<file path="src/rtl/ced_pkg.sv">
package ced_pkg;

  localparam int CED_ADDR_W = 24;
  localparam int CED_NUM_CE = 3;

  typedef struct packed {
    logic        used;
    logic [15:0] lo;
    logic [15:0] hi;
  } win_t;

  // Window of enable idx inside the 64K space.
  function automatic win_t win64(input logic mpu, input logic [1:0] size, input int idx);
    win_t        w;
    logic [15:0] span;
    logic [15:0] base;
    w    = '0;
    span = 16'h0000;
    base = 16'h0000;
    if (mpu) begin
      case (size)
        2'b11: if (idx == 0) w = '{1'b1, 16'h0000, 16'hEFFF};
        2'b10: begin
          if (idx == 0) w = '{1'b1, 16'h0000, 16'h7FFF};
          if (idx == 1) w = '{1'b1, 16'h8000, 16'hEFFF};
        end
        default: begin
          span = (size == 2'b01) ? 16'h4000 : 16'h2000;
          if (idx < 3) begin
            base = 16'(idx) * span;
            w    = '{1'b1, base, base + span - 16'h0001};
          end
        end
      endcase
    end else begin
      case (size)
        2'b11: w = '0;
        2'b10: if (idx == 0) w = '{1'b1, 16'h8000, 16'hEFFF};
        2'b01: begin
          if (idx == 0) w = '{1'b1, 16'h8000, 16'hAFFF};
          if (idx == 1) w = '{1'b1, 16'hB000, 16'hEFFF};
        end
        default: begin
          if (idx < 3) begin
            base = 16'h8000 + 16'(idx) * 16'h2000;
            w    = '{1'b1, base, base + 16'h1FFF};
          end
        end
      endcase
    end
    return w;
  endfunction

  // Quadrant decode in the 4M space; hole = top nibble F of page 0.
  function automatic logic hit4m(input logic mpu, input int idx,
                                 input logic [1:0] quad, input logic page0_hole);
    logic h;
    h = 1'b0;
    case (idx)
      0:       h = mpu ? (quad == 2'b00) && !page0_hole : (quad == 2'b11);
      1:       h = (quad == 2'b01);
      2:       h = (quad == 2'b10);
      default: h = 1'b0;
    endcase
    return h;
  endfunction

endpackage

</file>
<file path="src/rtl/ced_rst_sync.sv">
module ced_rst_sync #(
  parameter int STAGES = 2
) (
  input  logic clk,
  input  logic rst_n,
  output logic rst_n_s
);
  logic [STAGES-1:0] sync_q;
  logic [STAGES-1:0] sync_d;

  always_comb sync_d = {sync_q[STAGES-2:0], 1'b1};

  always_ff @(posedge clk or negedge rst_n) begin
    if (!rst_n) sync_q <= '0;
    else        sync_q <= sync_d;
  end

  assign rst_n_s = sync_q[STAGES-1];
endmodule

</file>
<file path="src/rtl/ced_range_map.sv">
module ced_range_map
  import ced_pkg::*;
#(
  parameter int ADDR_W = CED_ADDR_W,
  parameter int NUM_CE = CED_NUM_CE
) (
  input  logic [ADDR_W-1:0] addr,
  input  logic              mode_4m,
  input  logic              mode_mpu,
  input  logic [1:0]        size_sel,
  output logic [NUM_CE-1:0] hit
);
  localparam int PAGE_W = ADDR_W - 16;

  logic             page0;
  logic             hole;
  logic [1:0]       quad;
  logic [15:0]      off;

  assign off   = addr[15:0];
  assign quad  = addr[ADDR_W-1 -: 2];
  assign page0 = (addr[ADDR_W-1 -: PAGE_W] == '0);
  assign hole  = (addr[ADDR_W-3:16] == '0) && (addr[15:12] == 4'hF);

  for (genvar i = 0; i < NUM_CE; i++) begin : g_ce
    win_t w;
    logic in64;
    logic in4m;
    assign w    = win64(mode_mpu, size_sel, i);
    assign in64 = page0 && w.used && (off >= w.lo) && (off <= w.hi);
    assign in4m = hit4m(mode_mpu, i, quad, hole);
    assign hit[i] = mode_4m ? in4m : in64;
  end
endmodule

</file>
<file path="src/rtl/ced_pin_stage.sv">
module ced_pin_stage #(
  parameter int NUM_CE = 3
) (
  input  logic              clk,
  input  logic              rst_n,
  input  logic [NUM_CE-1:0] hit,
  input  logic              bus_act,
  input  logic              int_acc,
  input  logic              standby,
  input  logic [NUM_CE-1:0] ce_en,
  input  logic [NUM_CE-1:0] port_dat,
  output logic [NUM_CE-1:0] pin_o
);
  logic              acc_ok;
  logic [NUM_CE-1:0] pin_d;
  logic [NUM_CE-1:0] pin_q;

  assign acc_ok = bus_act && !int_acc && !standby;

  always_comb begin
    for (int i = 0; i < NUM_CE; i++) begin
      pin_d[i] = ce_en[i] ? !(hit[i] && acc_ok) : port_dat[i];
    end
  end

  always_ff @(posedge clk or negedge rst_n) begin
    if (!rst_n) pin_q <= '1;
    else        pin_q <= pin_d;
  end

  assign pin_o = pin_q;

  for (genvar i = 0; i < NUM_CE; i++) begin : g_chk
    a_r2_port_follow: assert property (@(posedge clk) disable iff (!rst_n)
      !$past(ce_en[i]) |-> (pin_o[i] == $past(port_dat[i])));
    a_r3_internal_quiet: assert property (@(posedge clk) disable iff (!rst_n)
      ($past(ce_en[i]) && $past(int_acc)) |-> pin_o[i]);
    a_r4_standby_high: assert property (@(posedge clk) disable iff (!rst_n)
      ($past(ce_en[i]) && $past(standby)) |-> pin_o[i]);
    a_r5_idle_high: assert property (@(posedge clk) disable iff (!rst_n)
      ($past(ce_en[i]) && !$past(bus_act)) |-> pin_o[i]);
  end
endmodule

</file>
<file path="src/rtl/ce_addr_decoder.sv">
module ce_addr_decoder
  import ced_pkg::*;
#(
  parameter int ADDR_W      = CED_ADDR_W,
  parameter int NUM_CE      = CED_NUM_CE,
  parameter int SYNC_STAGES = 2
) (
  input  logic              clk,
  input  logic              rst_n,
  input  logic [ADDR_W-1:0] addr,
  input  logic              bus_act,
  input  logic              int_acc,
  input  logic              standby,
  input  logic              mode_4m,
  input  logic              mode_mpu,
  input  logic [1:0]        size_sel,
  input  logic [NUM_CE-1:0] ce_en,
  input  logic [NUM_CE-1:0] port_dat,
  output logic [NUM_CE-1:0] pin_o
);
  logic              rst_n_s;
  logic [NUM_CE-1:0] hit;

  ced_rst_sync #(.STAGES(SYNC_STAGES)) u_rst (
    .clk(clk), .rst_n(rst_n), .rst_n_s(rst_n_s)
  );

  ced_range_map #(.ADDR_W(ADDR_W), .NUM_CE(NUM_CE)) u_map (
    .addr(addr), .mode_4m(mode_4m), .mode_mpu(mode_mpu),
    .size_sel(size_sel), .hit(hit)
  );

  ced_pin_stage #(.NUM_CE(NUM_CE)) u_pins (
    .clk(clk), .rst_n(rst_n_s), .hit(hit), .bus_act(bus_act),
    .int_acc(int_acc), .standby(standby), .ce_en(ce_en),
    .port_dat(port_dat), .pin_o(pin_o)
  );

  a_r6_single_hit: assert property (@(posedge clk) disable iff (!rst_n_s)
    $onehot0(hit));
  a_r10_upper_page: assert property (@(posedge clk) disable iff (!rst_n_s)
    (!mode_4m && (addr[ADDR_W-1:16] != '0)) |-> (hit == '0));
  a_r7_quadrant_unique: assert property (@(posedge clk) disable iff (!rst_n_s)
    (mode_4m && (addr[ADDR_W-1 -: 2] == 2'b01)) |-> (hit == 3'b010));
endmodule

</file>
<file path="config.mk">
export PLATFORM = sky130hd
export DESIGN_NAME = ce_addr_decoder
export DESIGN_NICKNAME = d
export VERILOG_FILES = /design/src/rtl/ced_pkg.sv /design/src/rtl/ced_rst_sync.sv /design/src/rtl/ced_range_map.sv /design/src/rtl/ced_pin_stage.sv /design/src/rtl/ce_addr_decoder.sv
export SDC_FILE = /design/constraint.sdc
export NUM_CORES = 1
export LEC_CHECK = 0
export ABC_AREA = 1
export CAP_MARGIN = 25
export CORE_MARGIN = 10
export CORE_UTILIZATION = 40
export CTS_CLUSTER_SIZE = 24
export DETAILED_ROUTE_END_ITERATION = 12
export HOLD_SLACK_MARGIN = 0.02
export PLACE_DENSITY = 0.75
export SYNTH_ARGS = -nofsm -noshare
export SYNTH_HDL_FRONTEND = slang
export SYNTH_SLANG_ARGS = --single-unit
</file>
<file path="constraint.sdc">
create_clock -name clk -period 0.95 [get_ports clk]
set_input_delay 0.285 -clock clk [delete_from_list [all_inputs] [get_ports clk]]
set_output_delay 0.285 -clock clk [all_outputs]
set_load 0.1 [all_outputs]
</file>
# After elaboration in Yosys (flattened, before gate mapping)
# Cells that the tools add are included.
# totals
reg_bits	5
word_cells	64
in_bits	39
out_inout_bits	3
# classes
reduce_logical	27
n_mux	17
n_lt_le_gt_ge	6
eq_ne	7
addsub	5
# op_table
operator	count
33-bit 2-to-1 mux	5
33-bit case mux with 2 select lines	2
33-bit case mux with 3 select lines	1
16-bit greater-or-equal comparator	3
16-bit <= comparator	3
16-bit case mux with 2 select lines	1
16-bit by 1-bit subtractor with 16-bit output, second input constant	2
15-bit by 15-bit adder with 16-bit output	1
16-bit adder	1
1-bit logical AND	16
15-bit by 1-bit subtractor with 16-bit output, second input constant	1
15-bit 2-to-1 mux	1
2-bit == test, second input constant	4
8-bit logical NOT	1
1-bit 2-to-1 mux	7
1-bit logical NOT	6
6-bit logical NOT	1
2-bit by 1-bit == test with 1-bit output, second input constant	2
4-bit == test, second input constant	1
3-bit OR reduction	1
2-bit logical NOT	1
2-bit OR reduction	1

# Logic depth before layout (Yosys ltp)
# depth
word_depth	13
depth_mapped	19
depth_no_buf	19

# By module
# A second synthesis with hierarchy kept.
# hier_totals
hier_cells	297
area_unflattened_um2	1885.6
# modules_own_cells
module	instances	area_per_inst_um2	seq_area_each_um2	cells_each
ced_range_map	1	1690.4	0.0	276
ced_pin_stage	1	141.4	78.8	18
ced_rst_sync	1	53.8	50.0	3

# Least setup slack after synthesis
# Ideal clock, no wire load.
# synth_path
kind	input to register
from	input port size_sel[0]
to	register u_pins.pin_q[1], in the netlist u_pins.pin_o[1]
setup_ns	0.083
n_path_buf	0
arrival_ns	2.210
required_time_ns	0.867
path_slack_ns	-1.343
path_stages	13
path_cell_list	inv_1 ha_1 nand2_1 nand2_1 nor2_1 ha_1 a21oi_1 o21a_1 nor2_1 o21ai_0 a21boi_0 o21ai_0 a21oi_1
# synth_between
elab_chain_len	12
elab_cells_between_ends	19
cone_classes	add/sub: 2; order compare: 2; eq/ne: 3; mux: 6; reduce/logical: 6
# synth_lines
item	line_no	rtl
from (decl)	ce_addr_decoder.sv:16	input logic [1:0] size_sel,
2-bit by 1-bit == test with 1-bit output	ced_pkg.sv:28, ced_pkg.sv:36	
15-bit 2-to-1 mux	ced_pkg.sv:28	span = (size == 2'b01) ? 16'h4000 : 16'h2000;
15-bit by 15-bit adder with 16-bit output	ced_pkg.sv:31	w = '{1'b1, base, base + span - 16'h0001};
16-bit by 1-bit subtractor with 16-bit output	ced_pkg.sv:31	
33-bit case mux with 2 select lines	ced_pkg.sv:21	case (size)
33-bit 2-to-1 mux *	ced_pkg.sv:20	if (mpu) begin
16-bit <= comparator	ced_range_map.sv:30	assign in64 = page0 && w.used && (off >= w.lo) && (off <= w.hi);
1-bit logical AND *	ced_range_map.sv:30	
1-bit 2-to-1 mux *	ced_range_map.sv:32	assign hit[i] = mode_4m ? in4m : in64;
1-bit logical AND *	ced_pin_stage.sv:22	pin_d[i] = ce_en[i] ? !(hit[i] && acc_ok) : port_dat[i];
1-bit logical NOT *	ced_pin_stage.sv:22	
1-bit 2-to-1 mux *	ced_pin_stage.sv:22	
via u_pins.pin_d[1]	ced_pin_stage.sv:15	logic [NUM_CE-1:0] pin_d;
to (signal assigned)	ced_pin_stage.sv:28	else pin_q <= pin_d;
to (decl)	ced_pin_stage.sv:16	logic [NUM_CE-1:0] pin_q;
# The timed path passes the listed nets; every way through them passes the cells marked *.

# Worst setup path in the final report
# Same ends and word-level chain as after synthesis.

==> qor.yml <==
timing.critical_path.cells: "buf_8 -> buf_8 -> inv_8 -> ha_4 -> nand2_2 -> inv_1 -> buf_4 -> a21oi_1 -> ha_1 -> nand4_1 -> nor3_4 -> o21ai_1 -> a21boi_1 -> o21ai_1 -> a21oi_1"
synth-seq-area-share: 0.0684
flow.area_growth_from_synthesis_pct: 80.5
synth-xor-area-share: 0
drv_cap: 0
layout.cell_area.non_filler_um2: 3400
dominant_combinational_cell_family_by_area_after_synthesis: "adder cells"
cp.arrival_ns: 2.29
yosysWarnings: 0
dp_hpwl_um: 5140
cp-end-kind: "flop"
synth_commonest_cells: "nand2_1, ha_1, inv_1"
grt_pass1_wl_um: 10600
synth_compound_area_frac: 0.159
placedCellCount: 430
fraction_of_the_mapped_netlist_area_in_simple_logic_gates: 0.314
netlist.top_cell.by_area: "ha_1"
wl_per_cell_um: 16.3
synth_ff_type: "dfstp_2"
core_area_um2: 4440
post_synth_mux_area_share: 0.00532
synth_cell_types: 33
cts-htree-levels: 1
clkTransAtPathRegs_ns: 0.04
syn-mean-instance-area_um2: 6.56
cpMaxStageDelayCell: "ha_1"
violations_in_the_final_reports: "setup timing"
post_route_drc_violation_count: 0
vias: 2437
cts_buffers: 3
grt_setup_unrepaired: "true"
status: "finished, violations left"
path_buf_inv: 5
grt_antenna_before_repair: 0
floorplan.die_area_um2: 7850
cts_tree: "done"
clock_latency_reported_for_the_late_side_of_the_worst_skew_pair_ns: 0.22
total_leakage_power_nw: 1.59
pin_count: 42
place.gp.congestion: 0.922
grt_overflow_total: 0
antenna_cells_inserted: 0
count_of_buffers_from_port_buffering: 41
power-per-cell-area_nw_per_um2: 704
layout_worst_path_cycle_share: 2.25
syn_std_cell_area_um2: 1880
worst_slack_ns: -1.19
worst-setup-path-type: "input port to flop"
path_delay_family: "compound AO/OA/AOI/OAI gates"
postSynthCellCount: 287
worst_hold_path_type: "input port to asynchronous set/reset pin"
synth.most_common_cell: "nand2_1"
fin_skew_ns: 0.00143
synth_fa_ha_area_frac: 0.365
worst_vdd_ir_v: 0.000495
longest_clk_path_bufs: 2
hold_ws_ns: 0.228
pin_count_of_the_biggest_net_entering_global_routing: 12
die_width_um: 88.6
ffs_latches_synth: 5
report.final.setup_viol: 6
cts.sinks: 5
timing.final.hold_violations: 0
root_buffer_master: "clkbuf_8"
first_pass_iters: 4
slowest_delay_ns: 0.30
synth_largest_type_area_fraction: 0.365
timing_max_transition_violations_final: 0
post_cts_hold_buffer_count: 0
detail_routed_via_count_per_cell: 5.46
synth_enable_flop_cells: 0
synthTopCellsByArea: "ha_1, nand2_1, inv_1"
worst-endpoint-required_ns: 1.10
fin_util: 0.765
grtUsageTotal: 0.166
period_minus_slack_ns: 2.14
max_freq_mhz: 467
grt_pass1_vias: 2376
ant_nets: 0
routed_wl_um: 7290
synth_async_sr_flop_share: 1.00
placed_cell_area_um2: 2940
initialDrtViolationCount: 111
synthesis.nets: 381
num_rows: 24
fraction_of_layout_cells_with_a_size_suffix_above_1: 0.376
path_max_fanout: 4
layout.cells.non_filler: 446
final_net_count: 489
floorplan.initialDensity: 0.424
finalPower_mw: 2.39
cp-start-kind: "input port"
die_height_um: 88.6
[where the power goes]
group / switching (mW) / internal [mW] / total [mW]
combinational: 0.895 / 0.853 / 1.75
sequential: 0.0103 / 0.235 / 0.245
clock: 0.109 / 0.288 / 0.398
total: 1.01 / 1.38 / 2.39
[layout by cell type (no fill, tap or decap), types with 2 or more instances in the layout]
master and n:
nand2_2 10, nand3_1 18, a21oi_2 6, o21a_1 2, nand3_2 2, nand2_1 48, dfstp_4 2, ha_1 35
nor2_1 20, buf_4 54, nor2_2 5, clkdlybuf4s50_1 35, inv_2 6, buf_6 7, clkbuf_8 3, dfrtp_1 2
o21bai_1 4, inv_1 28, inv_8 3, buf_8 3, nand2_4 4, o21ai_0 6, ha_4 19, nor3b_1 2
o21ai_2 2, a21oi_1 23, nand4_1 8, nor3_1 2, nor3_2 2, o21ai_1 4, o211ai_1 2, buf_12 4
nor2_4 5
[flip-flops by register name, summed over array words and instances (netlist names)]
register	count
u_pins.pin_o	3
u_rst.sync_q	2
[logic make-up (layout without fill, tap and decap cells)]
kind of cell | after synthesis | count (layout)
simple gates | 131 | 131
fa+ha+maj | 55 | 55
compound gates | 53 | 53
buf+inv | 41 | 148
flops | 5 | 5
other cells | 1 | 1
mux | 1 | 1
[stage by stage]
step	setup TNS [ns]	worst slack, ns
2_1_floorplan	-2.97	-0.952
3_3_place_gp	-5.41	-1.79
3_5_place_dp	-5.68	-1.87
4_1_cts	-4.06	-1.10
5_1_grt	-4.68	-1.32
6_report	-4.32	-1.19
[metal layers]
metal / share of wire / vias to the layer above / track usage
met4: 0.032 / 0 / 0.0382
met2: 0.49 / 99 / 0.302
li1: - / 1202 / -
met1: 0.40 / 1110 / 0.193
met3: 0.078 / 26 / 0.0340
met5: 0 / - / 0
[repair_timing]
action / in CTS / in global routing
resized for setup: 55 / 30
gates cloned: 1 / 0
pin swaps: 31 / 32
setup endpoints to repair: 6 / 6
setup buffers: 8 / 3
endpoints found under the hold margin: 0 / 0
[cell type report]
type,instances,area [µm²]
multi-input cells,241,1990
inverters,39,176
clock buffers,4,45.0
fillers,314,1050
repair buffers,105,990
well taps,52,65.1
flip-flops and latches,5,136
[worst paths after layout]
| check | slack, ns | end | from | depth (start not counted) |
|---|---|---|---|---|
| max | -1.19 | u_pins.pin_o[1]$_DFF_PN1_ | size_sel[0] | 15 |
| min | 0.23 | u_rst.sync_q[0]$_DFF_PN0_ | rst_n | 1 |
| max reg2reg | 0.47 | u_rst.sync_q[1]$_DFF_PN0_ | u_rst.sync_q[0]$_DFF_PN0_ | 0 |
| min reg2reg | 0.26 | u_pins.pin_o[1]$_DFF_PN1_ | u_rst.sync_q[1]$_DFF_PN0_ | 0 |
| max in group asynchronous | 0.60 | u_rst.sync_q[1]$_DFF_PN0_ | rst_n | 1 |
| min in group clk | 0.36 | u_rst.sync_q[1]$_DFF_PN0_ | u_rst.sync_q[0]$_DFF_PN0_ | 0 |
No activity file was read; power rests on OpenSTA's default activity.
